## src/rtl/charlcd_pkg.sv

```systemverilog
package charlcd_pkg;

  // One bus transfer as requested by the sequencer
  typedef struct packed {
    logic       rs;
    logic       rw;
    logic [7:0] data;
  } xfer_t;

  typedef enum logic [2:0] {
    SQ_IDLE,
    SQ_RD_A,
    SQ_RD_B,
    SQ_WR_A,
    SQ_WR_B
  } seq_state_e;

  typedef enum logic [1:0] {
    PH_IDLE,
    PH_SETUP,
    PH_HIGH,
    PH_HOLD
  } phase_e;

  localparam xfer_t STATUS_RD = '{rs: 1'b0, rw: 1'b1, data: 8'h00};

endpackage

```

## src/rtl/charlcd_xfer.sv

```systemverilog
module charlcd_xfer
  import charlcd_pkg::*;
#(
  parameter int SETUP_CYC = 2,
  parameter int PULSE_CYC = 12,
  parameter int HOLD_CYC  = 2
) (
  input  logic       clk,
  input  logic       rst,
  input  logic       start,
  input  xfer_t      req,
  input  logic [7:0] db_in,
  output logic       en,
  output logic       rs,
  output logic       rw,
  output logic [7:0] db_out,
  output logic       db_oe,
  output logic       bf,
  output logic       done
);

  localparam int TMAX1 = (SETUP_CYC > PULSE_CYC) ? SETUP_CYC : PULSE_CYC;
  localparam int TMAX  = (TMAX1 > HOLD_CYC) ? TMAX1 : HOLD_CYC;
  localparam int CW    = $clog2(TMAX + 1);

  phase_e        ph;
  logic [CW-1:0] cnt;

  always_ff @(posedge clk) begin
    if (rst) begin
      ph     <= PH_IDLE;
      cnt    <= '0;
      en     <= 1'b0;
      rs     <= 1'b0;
      rw     <= 1'b0;
      db_out <= '0;
      db_oe  <= 1'b0;
      bf     <= 1'b0;
      done   <= 1'b0;
    end else begin
      done <= 1'b0;
      unique case (ph)
        PH_IDLE: if (start) begin
          rs     <= req.rs;
          rw     <= req.rw;
          db_out <= req.rw ? 8'h00 : req.data;
          db_oe  <= ~req.rw;
          cnt    <= CW'(SETUP_CYC - 1);
          ph     <= PH_SETUP;
        end
        PH_SETUP: if (cnt == '0) begin
          en  <= 1'b1;
          cnt <= CW'(PULSE_CYC - 1);
          ph  <= PH_HIGH;
        end else cnt <= cnt - 1'b1;
        PH_HIGH: if (cnt == '0) begin
          en  <= 1'b0;
          bf  <= db_in[7];
          cnt <= CW'(HOLD_CYC - 1);
          ph  <= PH_HOLD;
        end else cnt <= cnt - 1'b1;
        PH_HOLD: if (cnt == '0) begin
          db_oe <= 1'b0;
          done  <= 1'b1;
          ph    <= PH_IDLE;
        end else cnt <= cnt - 1'b1;
        default: ph <= PH_IDLE;
      endcase
    end
  end

  // Status bits below DB7 (address counter) are not used by this block
  logic ign_unused;
  assign ign_unused = ^db_in[6:0];

endmodule

```

## src/rtl/charlcd_watch.sv

```systemverilog
module charlcd_watch #(
  parameter int LIMIT = 100000
) (
  input  logic clk,
  input  logic rst,
  input  logic clear,
  input  logic run,
  output logic expired
);

  localparam int CW = $clog2(LIMIT + 1);

  logic [CW-1:0] cnt;

  always_ff @(posedge clk) begin
    if (rst || clear) cnt <= '0;
    else if (run && cnt != CW'(LIMIT)) cnt <= cnt + 1'b1;
  end

  assign expired = (cnt == CW'(LIMIT));

endmodule

```

## src/rtl/charlcd_writer.sv

```systemverilog
module charlcd_writer
  import charlcd_pkg::*;
#(
  parameter int SETUP_CYC  = 2,
  parameter int PULSE_CYC  = 12,
  parameter int HOLD_CYC   = 2,
  parameter int BUSY_LIMIT = 100000
) (
  input  logic       clk,
  input  logic       rst,
  input  logic       wr_valid,
  output logic       wr_ready,
  input  logic       wr_is_char,
  input  logic [7:0] wr_byte,
  input  logic       nib_mode,
  output logic       lcd_rs,
  output logic       lcd_rw,
  output logic       lcd_en,
  output logic [7:0] lcd_db_out,
  output logic       lcd_db_oe,
  input  logic [7:0] lcd_db_in,
  output logic       busy_stuck
);

  seq_state_e st;
  logic       start;
  xfer_t      xreq;
  logic [7:0] byte_q;
  logic       char_q;
  logic       m4_q;
  logic       bf_q;
  logic       x_done;
  logic       x_bf;
  logic       expired;
  xfer_t      first_wr;
  xfer_t      second_wr;

  // Write beats: full byte in 8-bit mode, high nibble then low nibble in 4-bit mode
  always_comb begin
    first_wr  = '{rs: char_q, rw: 1'b0, data: m4_q ? {byte_q[7:4], 4'h0} : byte_q};
    second_wr = '{rs: char_q, rw: 1'b0, data: {byte_q[3:0], 4'h0}};
  end

  assign wr_ready = (st == SQ_IDLE);

  always_ff @(posedge clk) begin
    if (rst) begin
      st         <= SQ_IDLE;
      start      <= 1'b0;
      xreq       <= '0;
      byte_q     <= '0;
      char_q     <= 1'b0;
      m4_q       <= 1'b0;
      bf_q       <= 1'b0;
      busy_stuck <= 1'b0;
    end else begin
      start      <= 1'b0;
      busy_stuck <= 1'b0;
      unique case (st)
        SQ_IDLE: if (wr_valid) begin
          byte_q <= wr_byte;
          char_q <= wr_is_char;
          m4_q   <= nib_mode;
          xreq   <= STATUS_RD;
          start  <= 1'b1;
          st     <= SQ_RD_A;
        end
        SQ_RD_A: if (x_done) begin
          if (m4_q) begin
            bf_q  <= x_bf;
            xreq  <= STATUS_RD;
            start <= 1'b1;
            st    <= SQ_RD_B;
          end else if (x_bf && !expired) begin
            xreq  <= STATUS_RD;
            start <= 1'b1;
          end else begin
            busy_stuck <= x_bf;
            xreq       <= first_wr;
            start      <= 1'b1;
            st         <= SQ_WR_A;
          end
        end
        SQ_RD_B: if (x_done) begin
          if (bf_q && !expired) begin
            xreq  <= STATUS_RD;
            start <= 1'b1;
            st    <= SQ_RD_A;
          end else begin
            busy_stuck <= bf_q;
            xreq       <= first_wr;
            start      <= 1'b1;
            st         <= SQ_WR_A;
          end
        end
        SQ_WR_A: if (x_done) begin
          if (m4_q) begin
            xreq  <= second_wr;
            start <= 1'b1;
            st    <= SQ_WR_B;
          end else st <= SQ_IDLE;
        end
        SQ_WR_B: if (x_done) st <= SQ_IDLE;
        default: st <= SQ_IDLE;
      endcase
    end
  end

  charlcd_xfer #(
    .SETUP_CYC(SETUP_CYC),
    .PULSE_CYC(PULSE_CYC),
    .HOLD_CYC (HOLD_CYC)
  ) u_xfer (
    .clk   (clk),
    .rst   (rst),
    .start (start),
    .req   (xreq),
    .db_in (lcd_db_in),
    .en    (lcd_en),
    .rs    (lcd_rs),
    .rw    (lcd_rw),
    .db_out(lcd_db_out),
    .db_oe (lcd_db_oe),
    .bf    (x_bf),
    .done  (x_done)
  );

  charlcd_watch #(
    .LIMIT(BUSY_LIMIT)
  ) u_watch (
    .clk    (clk),
    .rst    (rst),
    .clear  (st == SQ_IDLE),
    .run    (st != SQ_IDLE),
    .expired(expired)
  );

endmodule

```

## config.mk

```make
export PLATFORM = sky130hd
export DESIGN_NAME = charlcd_writer
export DESIGN_NICKNAME = d
export VERILOG_FILES = /design/src/rtl/charlcd_pkg.sv /design/src/rtl/charlcd_xfer.sv /design/src/rtl/charlcd_watch.sv /design/src/rtl/charlcd_writer.sv
export SDC_FILE = /design/constraint.sdc
export NUM_CORES = 1
export LEC_CHECK = 0
export BUFFER_PORTS_ARGS = -buffer_cell sky130_fd_sc_hd__buf_2
export CAP_MARGIN = 20
export CORE_MARGIN = 8
export CORE_UTILIZATION = 60
export CTS_BUF_LIST = sky130_fd_sc_hd__clkbuf_8
export CTS_CLUSTER_DIAMETER = 80
export DETAILED_ROUTE_END_ITERATION = 10
export GPL_TIMING_DRIVEN = 0
export PLACE_DENSITY = 0.82
export SYNTH_ARGS = -nofsm -noshare
export SYNTH_HDL_FRONTEND = slang
export SYNTH_SLANG_ARGS = --single-unit
```

## constraint.sdc

```tcl
create_clock -name clk -period 3.6 [get_ports clk]
set_input_delay 0.54 -clock clk [delete_from_list [all_inputs] [get_ports clk]]
set_output_delay 0.54 -clock clk [all_outputs]
set_load 0.01 [all_outputs]
```

==> run summary <==
The flow ran to the end, and the final reports show no timing, DRC or antenna violations. For this run, design rule violations remaining after detail routing come to 0. The quantity of gates resized following cts came out at 0.

The launching element type of the critical path is a flop. The routed wire length came out at approximately 6600 um. The H-tree was split into 3 levels.

The antenna violation net count after detailed routing is 0. The die is about 86 um tall. Of all nets on the critical path, the largest fanout is 8. Traced cell by cell, the critical path runs through clkbuf_2 -> nor3_1 -> buf_2. The critical path data required time came out at roughly 3.1 ns. The path type of the worst setup path is reg -> out.

The number of I/O port buffers came out at 26. The post-synthesis cell count came out at 342. The number of antenna violations at the first check in global routing came out at 0.

The number of nets in the final layout came out at ~410. A synthesized cell averages around 8.5 um^2. The synthesized netlist net count is between 300 and 400. The final critical path time including I/O delays and setup is roughly 2.2 ns.

The CTS clock-pin slew for the worst setup and hold paths came out at 0.06 ns. The worst pin sits at a relative slew slack of between 50% and 60%. The area growth from synthesis to final layout came out at 12.6%. The primary flip-flop cell chosen by synthesis mapping is sky130_fd_sc_hd__dfxtp_1. The final weighted congestion in routability-driven placement is between 0.8 and 0.9. Dividing total power by cell area gives a power density of 654 nW/um^2. The initial utilization of the core area, before any placement, comes to between 60 and 70%. The global-route total usage across every layer came out at a little under a fifth. Among all stages on the critical path, the largest delay is contributed by sky130_fd_sc_hd__nor3_1. The final HPWL from detailed placement is 4680 um. The global-route wire length before repair is 11300 um. The Yosys warning count came out at 0. Data arrives at the worst endpoint at between 1.5 and 2 ns. Setup repair after global routing left no endpoint under its margin. Buffers inserted during clock tree synthesis total 9. 0 antenna diodes ended up in the layout. The number of iterations in the first detailed-routing pass came out at 6. The actual transition at the worst max-transition pin is between 0.6 and 0.7 ns. The cell sitting at the root of the clock tree is a sky130_fd_sc_hd__clkbuf_8. The total design power is 0.00215 W. Of the cells placed in the final design, the portion with a size suffix greater than 1 is roughly 14%. In the final timing run, aggregate negative setup slack is 0 ns. The library cell used most frequently in the layout, excluding fill and tap cells, is sky130_fd_sc_hd__dfxtp_1. The highest achievable clock rate is about 460 MHz. The ratio of final minimum period to clock period came out at about three fifths.

The count of routing violations after the opening detailed-route iteration is approximately 250. In this run the deepest clock path goes through 2 buffers. The number of setup buffers added after CTS is 0. The number of I/O pins is 35. The clock skew after layout came out at between 0.005 and 0.006 ns.

The stage delay of the slowest cell on the critical path came out at about 0.60 ns. After floorplanning, the core was divided into 25 placement rows. The pin count of the biggest net entering global routing came out at 11. The leakage power is around 1.2 nW. The mean number of vias per cell is between 5 and 6. The number of enable-type register cells in the synthesized netlist is 0.

The count of unique library cells instantiated by Yosys came out at 50. Leaving out fill and tap cells, the most frequent cells in the layout are sky130_fd_sc_hd__dfxtp_1, sky130_fd_sc_hd__nor2_1, sky130_fd_sc_hd__nand2_1, sky130_fd_sc_hd__a21oi_1, sky130_fd_sc_hd__buf_2. The sequential share of the synthesized area is 43.3%. The post-detailed-route wirelength per cell came out at roughly 15 um.

The horizontal extent of the die is 85.7 um. The number of max-cap violations is 0. The placeable core region is 4690 um^2. STA classifies the critical path endpoint as a primary output. TritonCTS built the clock tree.

The post-synthesis cell area is roughly 3000 um^2. The remaining global-route overflow came out at 0. Across the VDD grid, the largest voltage drop is approximately 540 uV. The via count of the first global-routing pass is between 2000 and 2500. The total setup violations reported at the end of the flow is 0. The insertion delay to the later sink of the worst-skew pair came out at roughly 0.33 ns. The share of flip-flops with an asynchronous set or reset after synthesis came out at 0%. The clock net in this run drives a total of 63 sinks. The final max-slew violation count came to 0. The worst hold path belongs to the class in -> reg. The number of hold buffers added after CTS is 0.

The post-synthesis sequential element count came out at 63. The routed layout has approximately 2600 vias. The hold violation total from the final report came to 0. The total die area is 7350 um^2.
[per-layer routing]
| metal | share of wire, % | vias up | global-route usage, % |
|---|---|---|---|
| met3 | 5.8 | 18 | 6.69 |
| met1 | 48 | 1209 | 24.0 |
| li1 | - | 1274 | - |
| met4 | 1.7 | 0 | 7.01 |
| met2 | 45 | 86 | 29.3 |
| met5 | 0 | - | 0 |
[where the power goes]
group          leakage [nW]  internal, W  total, W  switching (W)
registers             0.511     0.000774  0.000834      0.0000608
logic                 0.621     0.000281  0.000768       0.000487
clock network        0.0902     0.000294  0.000545       0.000252
[stage by stage]
step                utilization [%]  instances  setup slack [ns]  cell area [um^2]  hold WS [ns]
CTS                            70.0        435              1.36              3280         0.437
global placement               66.3        422              1.60              3110         0.451
floorplan                         -        342              1.73              2920         0.434
finish                         70.0        435              1.42              3280         0.442
detailed placement             66.3        422              1.52              3110         0.457
global route                   70.0        435              1.27              3280         0.434
[worst max-delay path: cells and delay by family (launching register included)]
family | cells | cell delay (ns)
buffers and inverters | 2 | 0.41
flip-flops | 1 | 0.30
AND/OR/NAND/NOR | 1 | 0.60
[cells in the mapped netlist, types with 3 or more instances]
library cell               number  area [um^2]
sky130_fd_sc_hd__a211oi_1       9         67.6
sky130_fd_sc_hd__a21oi_1       34          170
sky130_fd_sc_hd__a222oi_1       4         40.0
sky130_fd_sc_hd__a22o_1         4         35.0
sky130_fd_sc_hd__a22oi_1        3         22.5
sky130_fd_sc_hd__buf_2          4         20.0
sky130_fd_sc_hd__clkbuf_1      10         37.5
sky130_fd_sc_hd__dfxtp_1       63         1260
sky130_fd_sc_hd__ha_1           9          113
sky130_fd_sc_hd__inv_1         14         52.6
sky130_fd_sc_hd__nand2_1       42          158
sky130_fd_sc_hd__nand2b_1       3         18.8
sky130_fd_sc_hd__nand3_1        9         45.0
sky130_fd_sc_hd__nor2_1        43          161
sky130_fd_sc_hd__nor2b_1        4         25.0
sky130_fd_sc_hd__nor3_1        13         65.1
sky130_fd_sc_hd__nor3b_1       10         75.1
sky130_fd_sc_hd__nor4_1         4         25.0
sky130_fd_sc_hd__o21ai_0        7         35.0
sky130_fd_sc_hd__or3_1          3         18.8
sky130_fd_sc_hd__xnor2_1        7         61.3
sky130_fd_sc_hd__xor2_1         7         61.3
[flip-flops by register name, indices dropped and copies added, names as in the netlist, 2 cells and up]
register,cells
u_watch.cnt,17
xreq,10
byte_q,8
u_xfer.db_out,8
u_xfer.cnt,4
st,3
u_xfer.ph,2
[cell type report]
cell class,instances,area [um^2]
Multi-Input combinational cell,250,1540
Fill cell,385,1410
Sequential cell,63,1260
Clock buffer,12,165
Timing Repair Buffer,26,130
Tap cell,54,67.6
Buffer,15,62.6
Inverter,14,52.6
Clock inverter,1,5.00
[cells by family (layout without fill, tap and decap cells)]
kind of cell / count (synthesis) / after routing / synth area share, %
DFF: 63 / 63 / 43.3
adders and majority gates: 9 / 9 / 3.86
and+or+nand+nor: 148 / 148 / 26.0
muxes: 2 / 2 / 0.687
AOI/OAI and AO/OA: 77 / 77 / 18.1
xor gates and xnor gates: 14 / 14 / 4.21
buffers and inverters: 29 / 68 / 3.95
[worst paths after layout]
| kind | from | to | slack [ns] | cells past startpoint |
|---|---|---|---|---|
| worst max-delay path | st[2] | wr_ready | 1.42 | 3 |
| worst max register to register | u_watch.cnt[0] | xreq[5] | 1.53 | 7 |
| worst min register to register | byte_q[6] | byte_q[6] | 0.47 | 2 |
| worst min-delay path | wr_byte[0] | byte_q[0] | 0.44 | 3 |
Power figures use the tool's default switching activity.
